`config.mk`:
```
export PLATFORM = sky130hd
export DESIGN_NAME = flash_erase_seq
export DESIGN_NICKNAME = d
export VERILOG_FILES = /design/src/rtl/fes_pkg.sv /design/src/rtl/fes_divider.sv /design/src/rtl/fes_gap_timer.sv /design/src/rtl/fes_frame.sv /design/src/rtl/flash_erase_seq.sv
export SDC_FILE = /design/constraint.sdc
export NUM_CORES = 1
export LEC_CHECK = 0
export CAP_MARGIN = 0
export CORE_MARGIN = 4
export CORE_UTILIZATION = 35
export CTS_BUF_LIST = sky130_fd_sc_hd__clkbuf_16
export CTS_CLUSTER_DIAMETER = 50
export CTS_CLUSTER_SIZE = 28
export DETAILED_ROUTE_END_ITERATION = 12
export GPL_TIMING_DRIVEN = 0
export PLACE_DENSITY_LB_ADDON = 0.05
export SYNTH_ARGS = -nofsm -noshare
export SYNTH_HDL_FRONTEND = slang
export SYNTH_SLANG_ARGS = --single-unit
export TNS_END_PERCENT = 50
```
`constraint.sdc`:
```
create_clock -name clk -period 4.6 [get_ports clk]
set_input_delay 0.92 -clock clk [delete_from_list [all_inputs] [get_ports clk]]
set_output_delay 0.92 -clock clk [all_outputs]
set_load 0.03 [all_outputs]
```
`src/rtl/fes_pkg.sv`:
```
package fes_pkg;
   localparam logic [7:0] OP_BLK_ERASE  = 8'h50;
   localparam logic [7:0] OP_PAGE_ERASE = 8'h81;
   localparam logic [7:0] OP_STATUS     = 8'hD7;

   typedef enum logic [2:0] {
      S_IDLE, S_DIV_OFF, S_DIV_LEN, S_CMD, S_WAIT, S_POLL, S_NEXT
   } seq_state_t;
endpackage

```
`src/rtl/fes_divider.sv`:
```
module fes_divider #(
   parameter int NUM_W = 24,
   parameter int DEN_W = 12
) (
   input  logic             clk,
   input  logic             rst_n,
   input  logic             start,
   input  logic [NUM_W-1:0] num,
   input  logic [DEN_W-1:0] den,
   output logic             fin,
   output logic [NUM_W-1:0] quot,
   output logic [DEN_W-1:0] rem
);
   localparam int CNT_W = $clog2(NUM_W + 1);

   logic             run;
   logic [CNT_W-1:0] cnt;
   logic [DEN_W:0]   trial;

   assign trial = {rem, quot[NUM_W-1]};

   always_ff @(posedge clk or negedge rst_n) begin
      if (!rst_n) begin
         run  <= 1'b0;
         cnt  <= '0;
         quot <= '0;
         rem  <= '0;
         fin  <= 1'b0;
      end else begin
         fin <= 1'b0;
         if (start) begin
            run  <= 1'b1;
            cnt  <= '0;
            quot <= num;
            rem  <= '0;
         end else if (run) begin
            if (trial >= {1'b0, den}) begin
               rem  <= DEN_W'(trial - {1'b0, den});
               quot <= {quot[NUM_W-2:0], 1'b1};
            end else begin
               rem  <= trial[DEN_W-1:0];
               quot <= {quot[NUM_W-2:0], 1'b0};
            end
            cnt <= cnt + 1'b1;
            if (cnt == CNT_W'(NUM_W - 1)) begin
               run <= 1'b0;
               fin <= 1'b1;
            end
         end
      end
   end
endmodule

```
`src/rtl/fes_gap_timer.sv`:
```
module fes_gap_timer #(
   parameter int GAP_W = 8
) (
   input  logic             clk,
   input  logic             rst_n,
   input  logic             load,
   input  logic [GAP_W-1:0] gap,
   output logic             expired
);
   logic [GAP_W-1:0] cnt;

   always_ff @(posedge clk or negedge rst_n) begin
      if (!rst_n)            cnt <= '0;
      else if (load)         cnt <= gap;
      else if (cnt != '0)    cnt <= cnt - 1'b1;
   end

   assign expired = (cnt == '0);
endmodule

```
`src/rtl/fes_frame.sv`:
```
module fes_frame
   import fes_pkg::*;
#(
   parameter int PAGE_W   = 24,
   parameter int SH_W     = 4,
   parameter int BLK_LOG2 = 3
) (
   input  logic [PAGE_W-1:0] page,
   input  logic [PAGE_W-1:0] left,
   input  logic [SH_W-1:0]   shift,
   input  logic              is_poll,
   input  logic [1:0]        idx,
   output logic [7:0]        tx_byte,
   output logic              is_block
);
   localparam int BLK_PAGES = 1 << BLK_LOG2;

   logic [31:0] dev_addr;

   assign dev_addr = 32'(page) << shift;
   assign is_block = (page[BLK_LOG2-1:0] == '0) && (left >= PAGE_W'(BLK_PAGES));

   always_comb begin
      if (is_poll) begin
         tx_byte = (idx == 2'd0) ? OP_STATUS : 8'h00;
      end else begin
         unique case (idx)
            2'd0:    tx_byte = is_block ? OP_BLK_ERASE : OP_PAGE_ERASE;
            2'd1:    tx_byte = dev_addr[23:16];
            2'd2:    tx_byte = dev_addr[15:8];
            default: tx_byte = 8'h00;
         endcase
      end
   end
endmodule

```
`src/rtl/flash_erase_seq.sv`:
```
module flash_erase_seq
   import fes_pkg::*;
#(
   parameter int ADDR_W   = 24,
   parameter int PS_W     = 12,
   parameter int SH_W     = 4,
   parameter int GAP_W    = 8,
   parameter int BLK_LOG2 = 3
) (
   input  logic              clk,
   input  logic              rst_n,
   input  logic              req_valid,
   input  logic [ADDR_W-1:0] req_offset,
   input  logic [ADDR_W-1:0] req_len,
   input  logic [PS_W-1:0]   cfg_page_size,
   input  logic [SH_W-1:0]   cfg_page_shift,
   input  logic [GAP_W-1:0]  cfg_poll_gap,
   output logic              busy,
   output logic              done,
   output logic              err,
   output logic              spi_cs,
   output logic              spi_start,
   output logic [7:0]        spi_tx,
   input  logic              spi_done,
   input  logic [7:0]        spi_rx
);
   localparam int BLK_PAGES = 1 << BLK_LOG2;
   localparam logic [ADDR_W-1:0] STEP_BLK = ADDR_W'(BLK_PAGES);
   localparam logic [ADDR_W-1:0] STEP_ONE = ADDR_W'(1);

   generate
      if (ADDR_W < 8 || ADDR_W > 32) begin : g_bad_addr
         $error("ADDR_W must lie in 8..32");
      end
      if (PS_W < 1 || PS_W > ADDR_W) begin : g_bad_ps
         $error("PS_W must lie in 1..ADDR_W");
      end
      if (BLK_LOG2 < 1 || BLK_LOG2 >= ADDR_W) begin : g_bad_blk
         $error("BLK_LOG2 out of range");
      end
   endgenerate

   seq_state_t        state;
   logic [ADDR_W-1:0] len_q, page, left;
   logic [PS_W-1:0]   ps_q;
   logic [SH_W-1:0]   sh_q;
   logic [GAP_W-1:0]  gap_q;
   logic              rem_bad, inflt;
   logic [1:0]        idx, last_idx;

   logic              div_start, div_fin;
   logic [ADDR_W-1:0] div_num, div_quot;
   logic [PS_W-1:0]   div_den, div_rem;
   logic              tmr_load, tmr_exp;
   logic [7:0]        fr_byte;
   logic              fr_block;
   logic              byte_last;

   assign div_start = (state == S_IDLE && req_valid && cfg_page_size != '0) ||
                      (state == S_DIV_OFF && div_fin);
   assign div_num   = (state == S_IDLE) ? req_offset : len_q;
   assign div_den   = (state == S_IDLE) ? cfg_page_size : ps_q;

   assign last_idx  = (state == S_POLL) ? 2'd1 : 2'd3;
   assign byte_last = inflt && spi_done && (idx == last_idx);
   assign tmr_load  = byte_last && (state == S_CMD || (state == S_POLL && !spi_rx[7]));

   fes_divider #(.NUM_W(ADDR_W), .DEN_W(PS_W)) u_div (
      .clk(clk), .rst_n(rst_n), .start(div_start), .num(div_num), .den(div_den),
      .fin(div_fin), .quot(div_quot), .rem(div_rem)
   );

   fes_gap_timer #(.GAP_W(GAP_W)) u_gap (
      .clk(clk), .rst_n(rst_n), .load(tmr_load), .gap(gap_q), .expired(tmr_exp)
   );

   fes_frame #(.PAGE_W(ADDR_W), .SH_W(SH_W), .BLK_LOG2(BLK_LOG2)) u_frame (
      .page(page), .left(left), .shift(sh_q), .is_poll(state == S_POLL),
      .idx(idx), .tx_byte(fr_byte), .is_block(fr_block)
   );

   always_ff @(posedge clk or negedge rst_n) begin
      if (!rst_n) begin
         state     <= S_IDLE;
         len_q     <= '0;
         page      <= '0;
         left      <= '0;
         ps_q      <= '0;
         sh_q      <= '0;
         gap_q     <= '0;
         rem_bad   <= 1'b0;
         inflt     <= 1'b0;
         idx       <= '0;
         busy      <= 1'b0;
         done      <= 1'b0;
         err       <= 1'b0;
         spi_cs    <= 1'b0;
         spi_start <= 1'b0;
         spi_tx    <= '0;
      end else begin
         spi_start <= 1'b0;
         done      <= 1'b0;
         err       <= 1'b0;
         unique case (state)
            S_IDLE: if (req_valid) begin
               len_q <= req_len;
               ps_q  <= cfg_page_size;
               sh_q  <= cfg_page_shift;
               gap_q <= cfg_poll_gap;
               if (cfg_page_size == '0) begin
                  done <= 1'b1;
                  err  <= 1'b1;
               end else begin
                  busy  <= 1'b1;
                  state <= S_DIV_OFF;
               end
            end
            S_DIV_OFF: if (div_fin) begin
               page    <= div_quot;
               rem_bad <= (div_rem != '0);
               state   <= S_DIV_LEN;
            end
            S_DIV_LEN: if (div_fin) begin
               left  <= div_quot;
               idx   <= '0;
               inflt <= 1'b0;
               if (rem_bad || div_rem != '0 || div_quot == '0) begin
                  done  <= 1'b1;
                  err   <= rem_bad || (div_rem != '0);
                  busy  <= 1'b0;
                  state <= S_IDLE;
               end else begin
                  state <= S_CMD;
               end
            end
            S_CMD, S_POLL: begin
               spi_cs <= 1'b1;
               if (!inflt) begin
                  spi_start <= 1'b1;
                  spi_tx    <= fr_byte;
                  inflt     <= 1'b1;
               end else if (spi_done) begin
                  inflt <= 1'b0;
                  if (idx == last_idx) begin
                     spi_cs <= 1'b0;
                     idx    <= '0;
                     if (state == S_POLL && spi_rx[7]) state <= S_NEXT;
                     else                              state <= S_WAIT;
                  end else begin
                     idx <= idx + 1'b1;
                  end
               end
            end
            S_WAIT: if (tmr_exp) state <= S_POLL;
            S_NEXT: begin
               page <= page + (fr_block ? STEP_BLK : STEP_ONE);
               left <= left - (fr_block ? STEP_BLK : STEP_ONE);
               if (left == (fr_block ? STEP_BLK : STEP_ONE)) begin
                  done  <= 1'b1;
                  busy  <= 1'b0;
                  state <= S_IDLE;
               end else begin
                  state <= S_CMD;
               end
            end
            default: state <= S_IDLE;
         endcase
      end
   end
endmodule

```
## Word level (Yosys, flattened, before mapping)

Cells that the tools add are included.

- Eq/ne operators: 21
- Muxes and demuxes: 68
- Add/subtract/negate cells: 6
- Reduce and logical (&&, ||, !) cells: 39
- Bitwise logic cells: 1
- $lt $le $gt $ge: 2
- Shifts and indexed selects: 1

Operators with widths:

| kind | count |
|---|---|
| $mux 24 | 4 |
| $pmux 24 s2 | 2 |
| $mux 12 | 4 |
| $mux 8 | 5 |
| $mux 1 | 27 |
| $add 24x24->24 | 1 |
| $eq 24x4->1 | 1 |
| $ge 24x4->1 const B | 1 |
| $logic_not 24->1 | 1 |
| $mux 3 | 8 |
| $pmux 8 s3 | 1 |
| $reduce_bool 12->1 | 2 |
| $shl 24x4->24 | 1 |
| $sub 24x24->24 | 1 |
| $pmux 3 s6 | 1 |
| $mux 2 | 8 |
| $ne 2x2->1 const B | 8 |
| $ge 13x12->1 | 1 |
| $logic_not 12->1 | 1 |
| $reduce_and 2->1 | 6 |
| $sub 12x12->12 | 1 |
| $mux 5 | 2 |
| $reduce_bool 2->1 | 5 |
| $eq 3x3->1 const B | 3 |
| other kinds (27) | 43 |

- Bits of input ports: 84
- Bits in registers: 167
- Logic and storage cells: 160
- Output and inout bits: 13

## Depth between registers and ports, before layout

- Depth in word-level cells: 7
- Gate-level depth with buffers: 15
- Depth with buffers taken out: 12

## Hierarchy

From an unflattened synthesis, not the netlist that was laid out.

- Cell total of the unflattened synthesis: 1161
- Area, all modules: 10623.9 um^2

By module, submodules not included:

| module | area each (um^2) | cells each | sequential area each (um^2) | times used |
|---|---|---|---|---|
| flash_erase_seq | 6125.9 | 676 | 2902.8 | 1 |
| fes_divider | 2661.3 | 285 | 1076.0 | 1 |
| fes_frame | 1360.1 | 146 | 0.0 | 1 |
| fes_gap_timer | 476.7 | 54 | 200.2 | 1 |

## Least setup slack after synthesis

Ideal clock, no wire load.

- Path type: reg-to-reg
- Start: reg state[1]
- End: reg u_div.rem[0]
- Path buffers: 4
- Library setup time: 0.120 ns
- Arrival time: 3.299 ns
- Required time: 4.480 ns
- Cell stages (with the launch flop): 14
- Period minus slack after synthesis: 3.419 ns
- Setup slack: 1.181 ns
- Path through: dfrtp_1 > clkbuf_1 > or3_1 > clkbuf_1 > buf_1 > mux2i_1 > ha_1 > a21oi_1 > o211ai_1 > nor4_1 > o21a_1 > buf_1 > mux2i_1 > a31o_2

- Word-level cells in the longest chain between the ends: 6
- Elaborated cells between the ends (all ways): 13
- Classes of those cells: add/sub (1); order compare (1); eq/ne (1); mux (4); reduce/logical (6)

Ends and longest elaborated chain:

| element | line | text |
|---|---|---|
| start: declaration | flash_erase_seq.sv:43 | `seq_state_t state;` |
| start signal: assignment | flash_erase_seq.sv:84 | `state <= S_IDLE;` |
| start signal: assignment | flash_erase_seq.sv:115 | `state <= S_DIV_OFF;` |
| start signal: assignment | flash_erase_seq.sv:121 | `state <= S_DIV_LEN;` |
| $logic_not 3->1 | flash_erase_seq.sv:59, flash_erase_seq.sv:62 |  |
| $mux 12 | flash_erase_seq.sv:62 | `assign div_den = (state == S_IDLE) ? cfg_page_size : ps_q;` |
| $sub 12x12->12 or $ge 13x12->1 (tied branches) | fes_divider.sv:38, fes_divider.sv:37 |  |
| $mux 12 | fes_divider.sv:37 | `if (trial >= {1'b0, den}) begin` |
| $mux 12 | fes_divider.sv:36 | `end else if (run) begin` |
| $mux 12 | fes_divider.sv:31 | `if (start) begin` |
| end signal: assignment | fes_divider.sv:38 | `rem <= DEN_W'(trial - {1'b0, den});` |
| end signal: assignment | fes_divider.sv:41 | `rem <= trial[DEN_W-1:0];` |
| end: declaration | fes_divider.sv:12 | `output logic [DEN_W-1:0] rem` |

Several ways; a longest one is shown, not always the timed one. The select of a mux whose other input is x is not followed.
A chain may end at the register's enable or synchronous reset.

## Worst setup path in the final report

- Start: reg state[1]
- End: reg u_div.rem[9]

Same word-level chain as after synthesis.

==> results.toml <==
[outcome]
outcome = "completed"

[global_route]
grt_pass1_wl_um = 52110
antenna_found_initial = 0
grt_pass1_vias = 9046
grt_max_degree = 109
grt_overflow = 0
grt_usage_pct = 19.82

[synthesis]
syn_area_sq_um = 10370
synth.avg_cell_area_sq_um = 9.478
synth_edf_count = 0
yosysSeqAreaShare_pct = 40.30
yosysWarnings = 0
synth_seq_cells = 167
netlist_instances = 1094
async_flop_share_pct = 100.0
ys.flop_type = "dfrtp_1"
synthesis.nets = 1204
yosysUniqueCellTypes = 75

[cts]
clk_pin_slew_worst_paths_ns = 0.08
hold_buffers = 0
ctsRootBufferMaster = "clkbuf_16"
clk-insertion-delay-late_ns = 0.44
numCtsBuffers = 17
clock_sinks = 167
htree_levels = 4
tritoncts = "yes"
cts_buffer_depth = 2

[final_layout]
design_area_sq_um = 12400
fin_util_pct = 42.86
layout-drive-gt1-share_pct = 11.84
fin_nets = 1313
area_delta_synth_final_pct = 19.60
n_fill_cell = 2876
diodes = 0

[power_and_ir_drop]
swShare_pct = 43.59
comb_power_share_pct = 48.9
p_sw_mw = 3.648
seq_power_share_pct = 32.7
intPower_mw = 4.720
ir_drop_v = 0.0002617
p_clk_share_pct = 18.3
power_mw = 8.368
leakage_nw = 4.928
p_per_area_nw_per_um2 = 674.8

[floorplanning]
io_pins = 97
die_x_um = 180.1
initial_utilization_pct = 35.83
core-area_sq_um = 28940
fp.dieH_um = 180.1
rows = 62
dieArea_sq_um = 32440

[sta]
rsz0062_at_grt = "no"
setup_violations = 0
final_min_period_over_clock_period_pct = 91.37
setup-tns-final_ns = 0
relSlewSlack_pct = 36.93
tightest_slew_ns = 0.9388
slew_violations = 0
fmax_mhz = 237.9
finClkSkew_ns = 0.02308
hold_violations = 0
finalCriticalPeriod_ns = 4.203

[placed_design]
port_buffers = 89
placed_area_sq_um = 11770
hpwl_um = 24090
gp_congestion = 0.8503

[worst_setup_path]
path_class = "reg -> reg"
crit_path_end_kind = "register"
required_ns = 4.94
start_kind = "register"
critPathMaxFanout = 10
cp.arrival_ns = 4.55

[detailed_routing]
drc_errors = 0
wirelength_um = 32190
vias_per_cell = 5.577
routedWlPerCell_um = 20.12
vias = 8923
firstDrtPassIters = 5
ant_nets = 0
drt_iter0_drc = 660

[hold_path]
hp-class = "in -> async"

[flow_run]
maxCapViolCount = 0
==> kinds of logic after synthesis <==
group / synth area share (%)
AND/OR/NAND/NOR: 18.72
flip-flops: 40.30
AO/OA/AOI/OAI: 16.99
adder cells (fa/ha/maj): 3.210
multiplexers: 14.96
XOR/XNOR: 1.689
buffers and inverters: 4.127
==> per-layer routing <==
metal	global-route usage (%)	share of wire, %
met5	0	0
met4	4.930	1.7
met2	31.10	46
met1	28.79	48
met3	3.210	4.3
==> sequential cells by signal, summed over array words and instances, names as in the netlist, 2 cells and up <==
name and cells:
gap_q 8, idx 2, left 24, len_q 24, page 24, ps_q 12
sh_q 4, spi_tx 8, state 3, u_div.cnt 5, u_div.quot 24, u_div.rem 12
u_gap.cnt 8
==> power groups by stage <==
stage | sequential, mW | clock [mW] | combinational [mW]
global route | 2.83 | 1.63 | 4.57
floorplan | 2.53 | 0 | 3.08
finish | 2.74 | 1.53 | 4.10
global placement | 2.76 | 0 | 4.08
detailed placement | 2.75 | 0 | 4.10
CTS | 2.73 | 1.58 | 4.12
==> what timing repair did <==
item,CTS,global route
buffers inserted,0,0
setup endpoints to repair,0,12
gates resized for setup,0,3
==> placed cells by master, fill, tap and decap left out, types with 31 or more instances in the layout <==
| cell | netlist | routed |
|---|---|---|
| a211oi_1 | 39 | 39 |
| a21oi_1 | 37 | 37 |
| a31oi_1 | 39 | 39 |
| clkbuf_1 | 55 | 54 |
| clkdlybuf4s50_1 | 0 | 88 |
| dfrtp_1 | 167 | 167 |
| mux2_2 | 54 | 54 |
| mux2i_1 | 47 | 47 |
| nand2_1 | 157 | 157 |
| nand3_1 | 31 | 31 |
| nor2_1 | 65 | 65 |
| o21ai_0 | 37 | 37 |
==> Yosys cell counts (3+ instances only) <==
cell,instances,area share (%)
a211oi_1,39,2.8
a21o_1,3,0.22
a21oi_1,37,1.8
a221o_1,9,0.87
a221oi_1,7,0.59
a311oi_1,6,0.51
a31oi_1,39,2.4
and2_1,28,1.7
and3_1,10,0.60
buf_1,6,0.22
buf_2,18,0.87
clkbuf_1,55,2.0
dfrtp_1,167,40
ha_1,25,3.0
inv_1,24,0.87
mux2_2,54,5.9
mux2i_1,47,4.5
mux4_2,21,4.6
nand2_1,157,5.7
nand2b_1,9,0.54
nand3_1,31,1.5
nand3b_1,4,0.29
nand4_1,11,0.66
nor2_1,65,2.4
nor2b_1,9,0.54
nor3_1,30,1.4
nor4_1,16,0.97
o211ai_1,18,1.3
o21a_1,3,0.22
o21ai_0,37,1.8
o21ai_1,6,0.29
o221ai_1,4,0.34
o22ai_1,9,0.54
o311ai_0,9,0.76
o31ai_1,5,0.36
or3_1,7,0.42
or4_1,3,0.22
xnor2_1,13,1.1
xor2_1,7,0.59
==> per-stage QoR <==
stage,std cells,hold WS (ns),setup WS [ns]
4_1_cts,1600,0.4214,0.1324
5_1_grt,1600,0.4339,0.01821
2_1_floorplan,1094,0.4446,1.181
3_5_place_dp,1568,0.4703,0.1980
3_3_place_gp,1567,0.4704,-5.198
6_report,1600,0.4016,0.3971
==> worst paths after layout <==
path / startpoint / endpoint / slack [ns] / cells past startpoint
max in group asynchronous: rst_n / u_div.quot[2] / 3.28 / 2
min in group clk: gap_q[5] / u_gap.cnt[5] / 0.48 / 2
max: state[1] / u_div.rem[9] / 0.40 / 13
min: rst_n / page[14] / 0.40 / 1
max reg2reg: state[1] / u_div.rem[9] / 0.40 / 13
min reg2reg: gap_q[5] / u_gap.cnt[5] / 0.48 / 2
==> worst max-delay path, stage by stage, from the launching register on <==
cell and delay, ns:
dfrtp_1 0.44, clkbuf_1 0.36, or3_1 0.18, clkbuf_1 0.38, clkbuf_2 0.41, mux2i_1 0.41, ha_1 0.24, nor2_1 0.05
a21oi_1 0.25, o21ai_1 0.21, o21ai_1 0.34, clkbuf_1 0.44, o21ai_0 0.22, o21bai_1 0.18
==> area by class of cell <==
type                       instances  area, sq um  area share (%)
buffer                            80        332.8           2.684
clock buffer                      17        425.4           3.431
sequential                       167         4179           33.70
tap                              384        480.5           3.874
inverter                          26        97.59          0.7870
multi-input combinational        821         5762           46.46
timing repair buffer              90        923.4           7.446
clock inverter                    15        200.2           1.614
No activity file was read; power rests on OpenSTA's default activity.
